==> config.mk <==
export PLATFORM = sky130hd
export DESIGN_NAME = mmu_ctl_regs
export DESIGN_NICKNAME = d
export VERILOG_FILES = /design/src/rtl/mmu_ctl_pkg.sv /design/src/rtl/mmu_cmd_ctrl.sv /design/src/rtl/mmu_irq_unit.sv /design/src/rtl/mmu_ctl_regs.sv
export SDC_FILE = /design/constraint.sdc
export NUM_CORES = 1
export LEC_CHECK = 0
export BUFFER_PORTS_ARGS = -buffer_cell sky130_fd_sc_hd__buf_2
export CAP_MARGIN = 20
export CORE_MARGIN = 2
export CORE_UTILIZATION = 40
export CTS_CLUSTER_SIZE = 20
export DETAILED_ROUTE_END_ITERATION = 7
export PLACE_DENSITY = 0.77
export SYNTH_ARGS = -nofsm -noshare
export SYNTH_HDL_FRONTEND = slang
export SYNTH_SLANG_ARGS = --single-unit
==> constraint.sdc <==
create_clock -name clk -period 3.1 [get_ports clk]
set_input_delay 0.31 -clock clk [delete_from_list [all_inputs] [get_ports clk]]
set_output_delay 0.31 -clock clk [all_outputs]
set_load 0.03 [all_outputs]
==> src/rtl/mmu_ctl_pkg.sv <==
// Package: shared offsets, command codes and status bit positions for the
// MMU control register unit. Assumes a byte-addressed 32-bit register bus.
package mmu_ctl_pkg;
    localparam int REG_W   = 32;
    localparam int OFS_W   = 8;
    localparam int IRQ_N   = 2;
    localparam int PAGE_SH = 12;

    typedef enum logic [2:0] {
        CMD_PG_ON     = 3'd0,
        CMD_PG_OFF    = 3'd1,
        CMD_STALL_ON  = 3'd2,
        CMD_STALL_OFF = 3'd3,
        CMD_ZAP_ALL   = 3'd4,
        CMD_FAULT_ACK = 3'd5,
        CMD_HARD_RST  = 3'd6
    } mmu_cmd_e;

    localparam logic [OFS_W-1:0] OFS_TBASE  = 8'h00;
    localparam logic [OFS_W-1:0] OFS_STAT   = 8'h04;
    localparam logic [OFS_W-1:0] OFS_CMD    = 8'h08;
    localparam logic [OFS_W-1:0] OFS_FADDR  = 8'h0C;
    localparam logic [OFS_W-1:0] OFS_ZLINE  = 8'h10;
    localparam logic [OFS_W-1:0] OFS_RAW    = 8'h14;
    localparam logic [OFS_W-1:0] OFS_CLR    = 8'h18;
    localparam logic [OFS_W-1:0] OFS_MASK   = 8'h1C;
    localparam logic [OFS_W-1:0] OFS_MSTAT  = 8'h20;
    localparam logic [OFS_W-1:0] OFS_GATE   = 8'h24;

    localparam int ST_PAGING = 0;
    localparam int ST_FAULT  = 1;
    localparam int ST_STALL  = 2;
    localparam int ST_IDLE   = 3;
    localparam int ST_REPLAY = 4;
    localparam int ST_FWRITE = 5;
    localparam int ST_NSTALL = 31;

    localparam int IRQ_FAULT  = 0;
    localparam int IRQ_BUSERR = 1;
endpackage

==> src/rtl/mmu_cmd_ctrl.sv <==
// Module: command decoder and engine control state. It holds the paging,
// stall request, stall grant and fault state, and the captured fault
// information. It emits the whole-cache invalidate pulse. Assumes cmd_vld
// is a one-cycle strobe that carries an in-range code.
module mmu_cmd_ctrl
    import mmu_ctl_pkg::*;
#(
    parameter int AW = REG_W
) (
    input  logic          clk,
    input  logic          rst_n,
    input  logic          cmd_vld,
    input  mmu_cmd_e      cmd_code,
    input  logic          fault_evt,
    input  logic [AW-1:0] fault_addr_i,
    input  logic          fault_is_wr,
    input  logic          engine_idle,
    output logic          hard_rst,
    output logic          paging_q,
    output logic          stall_req_q,
    output logic          stall_act_q,
    output logic          fault_act_q,
    output logic          fault_wr_q,
    output logic [AW-1:0] fault_addr_q,
    output logic          zap_all_q
);
    logic is_pg_on, is_pg_off, is_st_on, is_st_off, is_zap, is_ack;

    // Purpose: one-hot decode of the strobed command code.
    always_comb begin
        is_pg_on  = cmd_vld && (cmd_code == CMD_PG_ON);
        is_pg_off = cmd_vld && (cmd_code == CMD_PG_OFF);
        is_st_on  = cmd_vld && (cmd_code == CMD_STALL_ON);
        is_st_off = cmd_vld && (cmd_code == CMD_STALL_OFF);
        is_zap    = cmd_vld && (cmd_code == CMD_ZAP_ALL);
        is_ack    = cmd_vld && (cmd_code == CMD_FAULT_ACK);
        hard_rst  = cmd_vld && (cmd_code == CMD_HARD_RST);
    end

    // Purpose: paging flag follows enable/disable commands.
    always_ff @(posedge clk) begin
        if (!rst_n || hard_rst) paging_q <= 1'b0;
        else if (is_pg_on)      paging_q <= 1'b1;
        else if (is_pg_off)     paging_q <= 1'b0;
    end

    // Purpose: stall request, refused during a fault or with paging off.
    always_ff @(posedge clk) begin
        if (!rst_n || hard_rst)                      stall_req_q <= 1'b0;
        else if (is_st_on && paging_q && !fault_act_q) stall_req_q <= 1'b1;
        else if (is_st_off && paging_q)              stall_req_q <= 1'b0;
    end

    // Purpose: stall granted once the engine is idle under a held request.
    always_ff @(posedge clk) begin
        if (!rst_n || hard_rst) stall_act_q <= 1'b0;
        else                    stall_act_q <= stall_req_q && engine_idle;
    end

    // Purpose: fault-active set by the engine, cleared by acknowledge.
    always_ff @(posedge clk) begin
        if (!rst_n || hard_rst) fault_act_q <= 1'b0;
        else if (fault_evt)     fault_act_q <= 1'b1;
        else if (is_ack)        fault_act_q <= 1'b0;
    end

    // Purpose: capture the address and direction of the latest fault.
    always_ff @(posedge clk) begin
        if (!rst_n || hard_rst) begin
            fault_addr_q <= '0;
            fault_wr_q   <= 1'b0;
        end else if (fault_evt) begin
            fault_addr_q <= fault_addr_i;
            fault_wr_q   <= fault_is_wr;
        end
    end

    // Purpose: one-cycle whole-cache invalidate pulse.
    always_ff @(posedge clk) begin
        if (!rst_n) zap_all_q <= 1'b0;
        else        zap_all_q <= is_zap;
    end
endmodule

==> src/rtl/mmu_irq_unit.sv <==
// Module: raw interrupt latch, write-one-to-clear, mask and combined line.
// Assumes that an event and a clear of the same bit in one cycle leave
// the bit set.
module mmu_irq_unit #(
    parameter int N = 2
) (
    input  logic         clk,
    input  logic         rst_n,
    input  logic         soft_clr,
    input  logic [N-1:0] evt,
    input  logic         clr_we,
    input  logic [N-1:0] clr_bits,
    input  logic         mask_we,
    input  logic [N-1:0] mask_wdata,
    output logic [N-1:0] raw_q,
    output logic [N-1:0] mask_q,
    output logic [N-1:0] masked,
    output logic         irq
);
    for (genvar i = 0; i < N; i++) begin : g_src
        // Purpose: per-cause latch where a new event wins over a clear.
        always_ff @(posedge clk) begin
            if (!rst_n || soft_clr)         raw_q[i] <= 1'b0;
            else if (evt[i])                raw_q[i] <= 1'b1;
            else if (clr_we && clr_bits[i]) raw_q[i] <= 1'b0;
        end
    end

    // Purpose: software mask, all causes masked out of reset.
    always_ff @(posedge clk) begin
        if (!rst_n || soft_clr) mask_q <= '0;
        else if (mask_we)       mask_q <= mask_wdata;
    end

    // Purpose: masked view and combined interrupt line.
    always_comb begin
        masked = raw_q & mask_q;
        irq    = |masked;
    end
endmodule

==> src/rtl/mmu_ctl_regs.sv <==
// Module: top of the MMU control register unit. It decodes bus writes into
// register updates and commands, and muxes read data. Assumes one access
// per strobed cycle and combinational read data.
module mmu_ctl_regs
    import mmu_ctl_pkg::*;
#(
    parameter int DW = REG_W,
    parameter int AW = OFS_W,
    parameter int PS = PAGE_SH,
    parameter int NI = IRQ_N
) (
    input  logic          clk,
    input  logic          rst_n,
    input  logic          bus_sel,
    input  logic          bus_wr,
    input  logic [AW-1:0] bus_addr,
    input  logic [DW-1:0] bus_wdata,
    output logic [DW-1:0] bus_rdata,
    input  logic          fault_evt,
    input  logic [DW-1:0] fault_addr_i,
    input  logic          fault_is_wr,
    input  logic          buserr_evt,
    input  logic          engine_idle,
    input  logic          replay_empty,
    output logic [DW-1:0] tbl_base_o,
    output logic          paging_en_o,
    output logic          stall_req_o,
    output logic          fault_active_o,
    output logic          zap_all_o,
    output logic          zap_line_o,
    output logic [DW-1:0] zap_line_addr_o,
    output logic          gate_en_o,
    output logic          irq_o
);
    localparam int TB_W = DW - PS;

    logic            wr_hit;
    logic            cmd_vld;
    logic            hard_rst;
    logic [TB_W-1:0] tbase_q;
    logic            gate_q;
    logic            zline_q;
    logic [DW-1:0]   zline_addr_q;
    logic            paging, stall_req, stall_act, fault_act, fault_wr;
    logic [DW-1:0]   fault_addr_q;
    logic [NI-1:0]   raw, mask, masked;
    logic [NI-1:0]   evts;
    logic [DW-1:0]   status;

    // Purpose: write strobe and command validity (codes 0..6 only).
    always_comb begin
        wr_hit  = bus_sel && bus_wr;
        cmd_vld = wr_hit && (bus_addr == OFS_CMD) &&
                  (bus_wdata[DW-1:3] == '0) && (bus_wdata[2:0] != 3'd7);
        evts    = '0;
        evts[IRQ_FAULT]  = fault_evt;
        evts[IRQ_BUSERR] = buserr_evt;
    end

    mmu_cmd_ctrl #(.AW(DW)) u_cmd (
        .clk          (clk),
        .rst_n        (rst_n),
        .cmd_vld      (cmd_vld),
        .cmd_code     (mmu_cmd_e'(bus_wdata[2:0])),
        .fault_evt    (fault_evt),
        .fault_addr_i (fault_addr_i),
        .fault_is_wr  (fault_is_wr),
        .engine_idle  (engine_idle),
        .hard_rst     (hard_rst),
        .paging_q     (paging),
        .stall_req_q  (stall_req),
        .stall_act_q  (stall_act),
        .fault_act_q  (fault_act),
        .fault_wr_q   (fault_wr),
        .fault_addr_q (fault_addr_q),
        .zap_all_q    (zap_all_o)
    );

    mmu_irq_unit #(.N(NI)) u_irq (
        .clk        (clk),
        .rst_n      (rst_n),
        .soft_clr   (hard_rst),
        .evt        (evts),
        .clr_we     (wr_hit && (bus_addr == OFS_CLR)),
        .clr_bits   (bus_wdata[NI-1:0]),
        .mask_we    (wr_hit && (bus_addr == OFS_MASK)),
        .mask_wdata (bus_wdata[NI-1:0]),
        .raw_q      (raw),
        .mask_q     (mask),
        .masked     (masked),
        .irq        (irq_o)
    );

    // Purpose: table base keeps only the page-aligned upper bits.
    always_ff @(posedge clk) begin
        if (!rst_n || hard_rst)                       tbase_q <= '0;
        else if (wr_hit && bus_addr == OFS_TBASE)     tbase_q <= bus_wdata[DW-1:PS];
    end

    // Purpose: clock-gating allow bit.
    always_ff @(posedge clk) begin
        if (!rst_n || hard_rst)                   gate_q <= 1'b0;
        else if (wr_hit && bus_addr == OFS_GATE)  gate_q <= bus_wdata[0];
    end

    // Purpose: single-line invalidate pulse with its address.
    always_ff @(posedge clk) begin
        if (!rst_n) begin
            zline_q      <= 1'b0;
            zline_addr_q <= '0;
        end else begin
            zline_q <= wr_hit && (bus_addr == OFS_ZLINE);
            if (wr_hit && bus_addr == OFS_ZLINE) zline_addr_q <= bus_wdata;
        end
    end

    // Purpose: assemble the status word.
    always_comb begin
        status            = '0;
        status[ST_PAGING] = paging;
        status[ST_FAULT]  = fault_act;
        status[ST_STALL]  = stall_act;
        status[ST_IDLE]   = engine_idle;
        status[ST_REPLAY] = replay_empty;
        status[ST_FWRITE] = fault_wr;
        status[ST_NSTALL] = !stall_act;
    end

    // Purpose: read-data multiplexer; unmapped offsets read zero.
    always_comb begin
        bus_rdata = '0;
        case (bus_addr)
            OFS_TBASE: bus_rdata = {tbase_q, {PS{1'b0}}};
            OFS_STAT:  bus_rdata = status;
            OFS_FADDR: bus_rdata = fault_addr_q;
            OFS_RAW:   bus_rdata[NI-1:0] = raw;
            OFS_MASK:  bus_rdata[NI-1:0] = mask;
            OFS_MSTAT: bus_rdata[NI-1:0] = masked;
            OFS_GATE:  bus_rdata[0] = gate_q;
            default:   bus_rdata = '0;
        endcase
    end

    // Purpose: drive engine-facing outputs.
    always_comb begin
        tbl_base_o      = {tbase_q, {PS{1'b0}}};
        paging_en_o     = paging;
        stall_req_o     = stall_req;
        fault_active_o  = fault_act;
        zap_line_o      = zline_q;
        zap_line_addr_o = zline_addr_q;
        gate_en_o       = gate_q;
    end
endmodule

Word level (Yosys, flattened, before mapping) --
Index checks and enable logic that the tools add are counted.
Operators by class: equal/unequal tests 16, muxes and demuxes 13, bitwise logic cells 1, reduce and logical (&&, ||, !) cells 35
Operators by type and width (count):
- $pmux W30 S3 | 1
- $eq A8 B5 Y1 const B | 4
- $logic_not A29 Y1 | 1
- $logic_and A1 B1 Y1 | 22
- $eq A8 B4 Y1 const B | 2
- $eq A8 B6 Y1 const B | 2
- $mux W1 | 10
- $reduce_bool A2 Y1 | 5
- $eq A3 B3 Y1 const B | 3
- $eq A8 B3 Y1 const B | 1
- $logic_not A8 Y1 | 1
- $eq A3 B2 Y1 const B | 2
- $pmux W1 S6 | 1
- $pmux W1 S5 | 1
- $eq A3 B1 Y1 const B | 1
- $logic_not A1 Y1 | 3
- $logic_not A3 Y1 | 1
- $ne A3 B3 Y1 const B | 1
- $and A2 B2 Y2 | 1
- $reduce_or A2 Y1 | 1
- $logic_or A1 B1 Y1 | 1
Storage, ports and cells: register bits after elaboration 96, bits of input ports 81, output and inout port bits 103, logic and storage cells 79

Logic depth before layout (Yosys ltp) --
depth after elaboration 8, mapped depth 8, depth with buffers taken out 5

Hierarchy --
A second synthesis with hierarchy kept.
Unflattened totals: cell total of the unflattened synthesis 475, area total of the unflattened synthesis 4280.4 um2
By module, submodules not included:
- mmu_ctl_regs | instances 1, cells an instance 327, area an instance 2701.3 um2, seq. area each 1081.0 um2
- mmu_cmd_ctrl | instances 1, cells an instance 130, area an instance 1406.3 um2, seq. area each 760.7 um2
- mmu_irq_unit | instances 1, cells an instance 18, area an instance 172.7 um2, seq. area each 80.1 um2

Least setup slack after synthesis --
OpenSTA, ideal clock, no wires.
path type input to output, start in bus_addr[5], end out bus_rdata[26], data arrival time 2105 ps, data required time 2790 ps, path slack 685 ps, stages 6, buffers on the path 2, cell sequence clkbuf_1 > or3_1 > nor4_1 > nor2b_1 > clkbuf_1 > a22o_1
Between the ends: word-level cells in the longest chain between the ends 2, elaborated cells between the ends (all ways) 4, those cells by class eq/ne (2); mux (1); reduce/logical (1)
RTL lines:
- from (decl) | line mmu_ctl_regs.sv:16 | input logic [AW-1:0] bus_addr,
- $eq A8 B4 Y1, or another cell as far along | line mmu_ctl_regs.sv:132 | case (bus_addr)
- $pmux W30 S3 (*) | line mmu_ctl_regs.sv:132
- to (decl) | line mmu_ctl_regs.sv:18 | output logic [DW-1:0] bus_rdata,
Every way passes the cells marked *; elsewhere a longest branch is shown, timed or not.

Worst setup path after layout --
start in bus_addr[5], end out bus_rdata[30]
Same word-level chain as after synthesis.

==> impl_metrics.ini <==
[synth]
yosysTopAreaCell = dfxtp_1
yosysMostFrequentCell = nand2_1
synthArstFlopShare_pct = 0
syn_inst = 481
synth_edf_count = 0
ys_types = 39
synth_top_area_share_pct = 46.9
synth-seq-cells = 96
avgSynthCellArea_sq_um = 8.52
synth_seq_area_share_pct = 46.9
synth.area.top_cells = dfxtp_1 47%, nand2_1 11%, mux2i_1 9.0%
synth_flop_cell = dfxtp_1
yosys_warnings = 0
netlist_area_sq_um = 4100
synth_common_cells = 117 x nand2_1, 96 x dfxtp_1, 54 x a21oi_1

[global_routing]
gr-total-overflow = 0
use_met1_pct = 24.7
grt_pass1_wl_mm = 18.4
grt.busiest_layer = met2
gr-usage-all-layers_pct = 20.6
grt_pass1_vias = 3828
grt_use_met2_pct = 35.7
grt_max_degree = 62
antenna_found_initial = 0
grt_util_met3_pct = 4.27

[setup_path]
startpoint_type = input pin
r2r-start = u_cmd.paging_q
cp-endpoint = bus_rdata[30]
worst-path-max-fanout = 32
cp.required_ps = 2790
path_class = in -> out
critPathCaptureType = output pin
arrival_ps = 2380
rr_worst_depth = 4
reg2reg_to = u_cmd.paging_q
startpoint = bus_addr[5]
reg2reg_slack_ps = 2120

[final_layout]
area_growth_pct = 25.3
fillers = 952
layout-drive-gt1-share_pct = 30.8
diodes = 0
seqCellArea_sq_um = 1920
multiInputGateArea_sq_um = 1950
final_cells = 770
postLayoutCellArea_sq_um = 5130
nets = 716

[pwr]
switching_share_pct = 23.4
total_power_uw = 2250
p_int_uw = 1720
switchingPower_uw = 526
p_clk_share_pct = 34.4
seqPwrFrac_pct = 56.8
combPwrFrac_pct = 8.8
p_leak_uw = 0.00238
p_per_area_nw_per_um2 = 438
ir_drop_uv = 185

[clock_network]
ctsResizeCount = 0
clock-sinks = 96
cts_max_level = 3
cts_root_buf = clkbuf_8
clkSlewWorstSetupHoldPaths_ps = 80
post_cts_buffers = 0
ctsHoldBuffers = 0
cts.path.max_buffers = 2
clock_latency_ps = 350
cts_tree = done
cts_buffers = 9

[drt]
drt_iter0_drc = 159
routedWlPerCell_microns = 15.1
vias_per_cell = 5.13
vias = 3953
ant_nets = 0
drc = 0
routed_wl_mm = 11.6
dr.pass1.iters = 5

[min_path]
hp-start = fault_addr_i[8]
hold_class = in -> reg

[timing]
worst_slew_pin_slew_ps = 1070
grt_setup_unrepaired = false
finalCritPeriodShare_pct = 86.7
setup_viol = 0
maxSlewViolCount = 0
tns_ps = 0
finalHoldViolations = 0
fin_crit_ps = 2690
max_freq_mhz = 372
slew-limit-headroom_pct = 28.6
fin_skew_ps = 2.93

[die]
ios = 184
die_area_sq_um = 11100
fp.dieW_microns = 105
coreArea_sq_um = 9860
rows = 36
die_height_microns = 105
initial_utilization_pct = 41.6

[placed_design]
dp_hpwl_mm = 8.71
gp_congestion = 0.893
dpl_cell_area_sq_um = 4960
port_buffers = 171
dp.cells = 757

[run]
maxCapViolations = 0

[run_status]
outcome = finished clean
-- per-stage QoR --
step / util [%] / hold slack (ps) / setup WS, ps
after floorplan: - / 427 / 685
after global placement: 50.3 / 434 / 612
final: 52.1 / 195 / 412
after global routing: 52.1 / 191 / 254
after CTS: 52.1 / 170 / 478
after detailed placement: 50.3 / 446 / 487
-- metal layers --
metal  vias up  routed length, microns
met5         -                       0
met4         0                     276
met3        22                     866
met2       180                    5730
met1      1821                    4760
li1       1930                       -
-- critical path, stage by stage --
cell	delay [ps]
buf_2	150
or3_1	390
nor4_1	520
nor2b_2	250
buf_4	320
a22o_1	220
buf_2	210
-- power groups by stage --
stage	logic, uW	registers [uW]	clock network, uW
6_report	197	1280	774
4_1_cts	197	1280	801
5_1_grt	216	1280	849
3_3_place_gp	191	1300	0
3_5_place_dp	197	1310	0
2_1_floorplan	125	1300	0
-- flip-flops by register name, summed over array words and instances (netlist names), 2 cells and up --
signal	flops
tbase_q	20
u_cmd.fault_addr_q	32
u_irq.mask_q	2
u_irq.raw_q	2
zap_line_addr_o	32
-- layout by cell type (no fill, tap or decap), types with 2 or more instances in the layout --
master and instances:
buf_2 171, nor2_1 45, mux2i_1 37, nand2_1 117, clkbuf_8 10, nor3b_1 2, a221o_1 3, conb_1 12
clkbuf_1 2, nor4_1 8, inv_1 2, a22o_1 24, a21oi_1 54, dfxtp_1 96, nor3_1 8, buf_4 5
nor3_2 2, or3_1 2, or4_1 3, nand3_1 2, and2_1 8, nand4_1 4
-- kinds of logic (layout without fill, tap and decap cells) --
kind of cell | after synthesis | count (layout) | share of synthesized area [%]
compound gates | 89 | 89 | 14.0
flops | 96 | 96 | 46.9
mux | 37 | 37 | 9.04
other cells | 1 | 12 | 0.0915
simple gates | 210 | 210 | 23.0
buf+inv | 48 | 193 | 6.96
-- cell type report --
type                       instances  area share [%]
multi-input combinational        348            37.9
tap                              133            3.24
timing repair buffer             177            17.8
clock inverter                     1           0.585
sequential                        96            37.4
clock buffer                      12            2.83
inverter                           3           0.219
-- worst min-delay path by stage --
stage / to / slack (ps) / cells past startpoint
4_1_cts: u_irq.raw_q[1] / 170 / 3
5_1_grt: u_cmd.fault_addr_q[16] / 190 / 3
3_5_place_dp: zap_line_addr_o[30] / 450 / 2
3_3_place_gp: zap_line_addr_o[5] / 430 / 2
2_1_floorplan: u_irq.raw_q[1] / 430 / 2
6_report: u_cmd.fault_addr_q[8] / 190 / 3
Power figures use the tool's default switching activity.
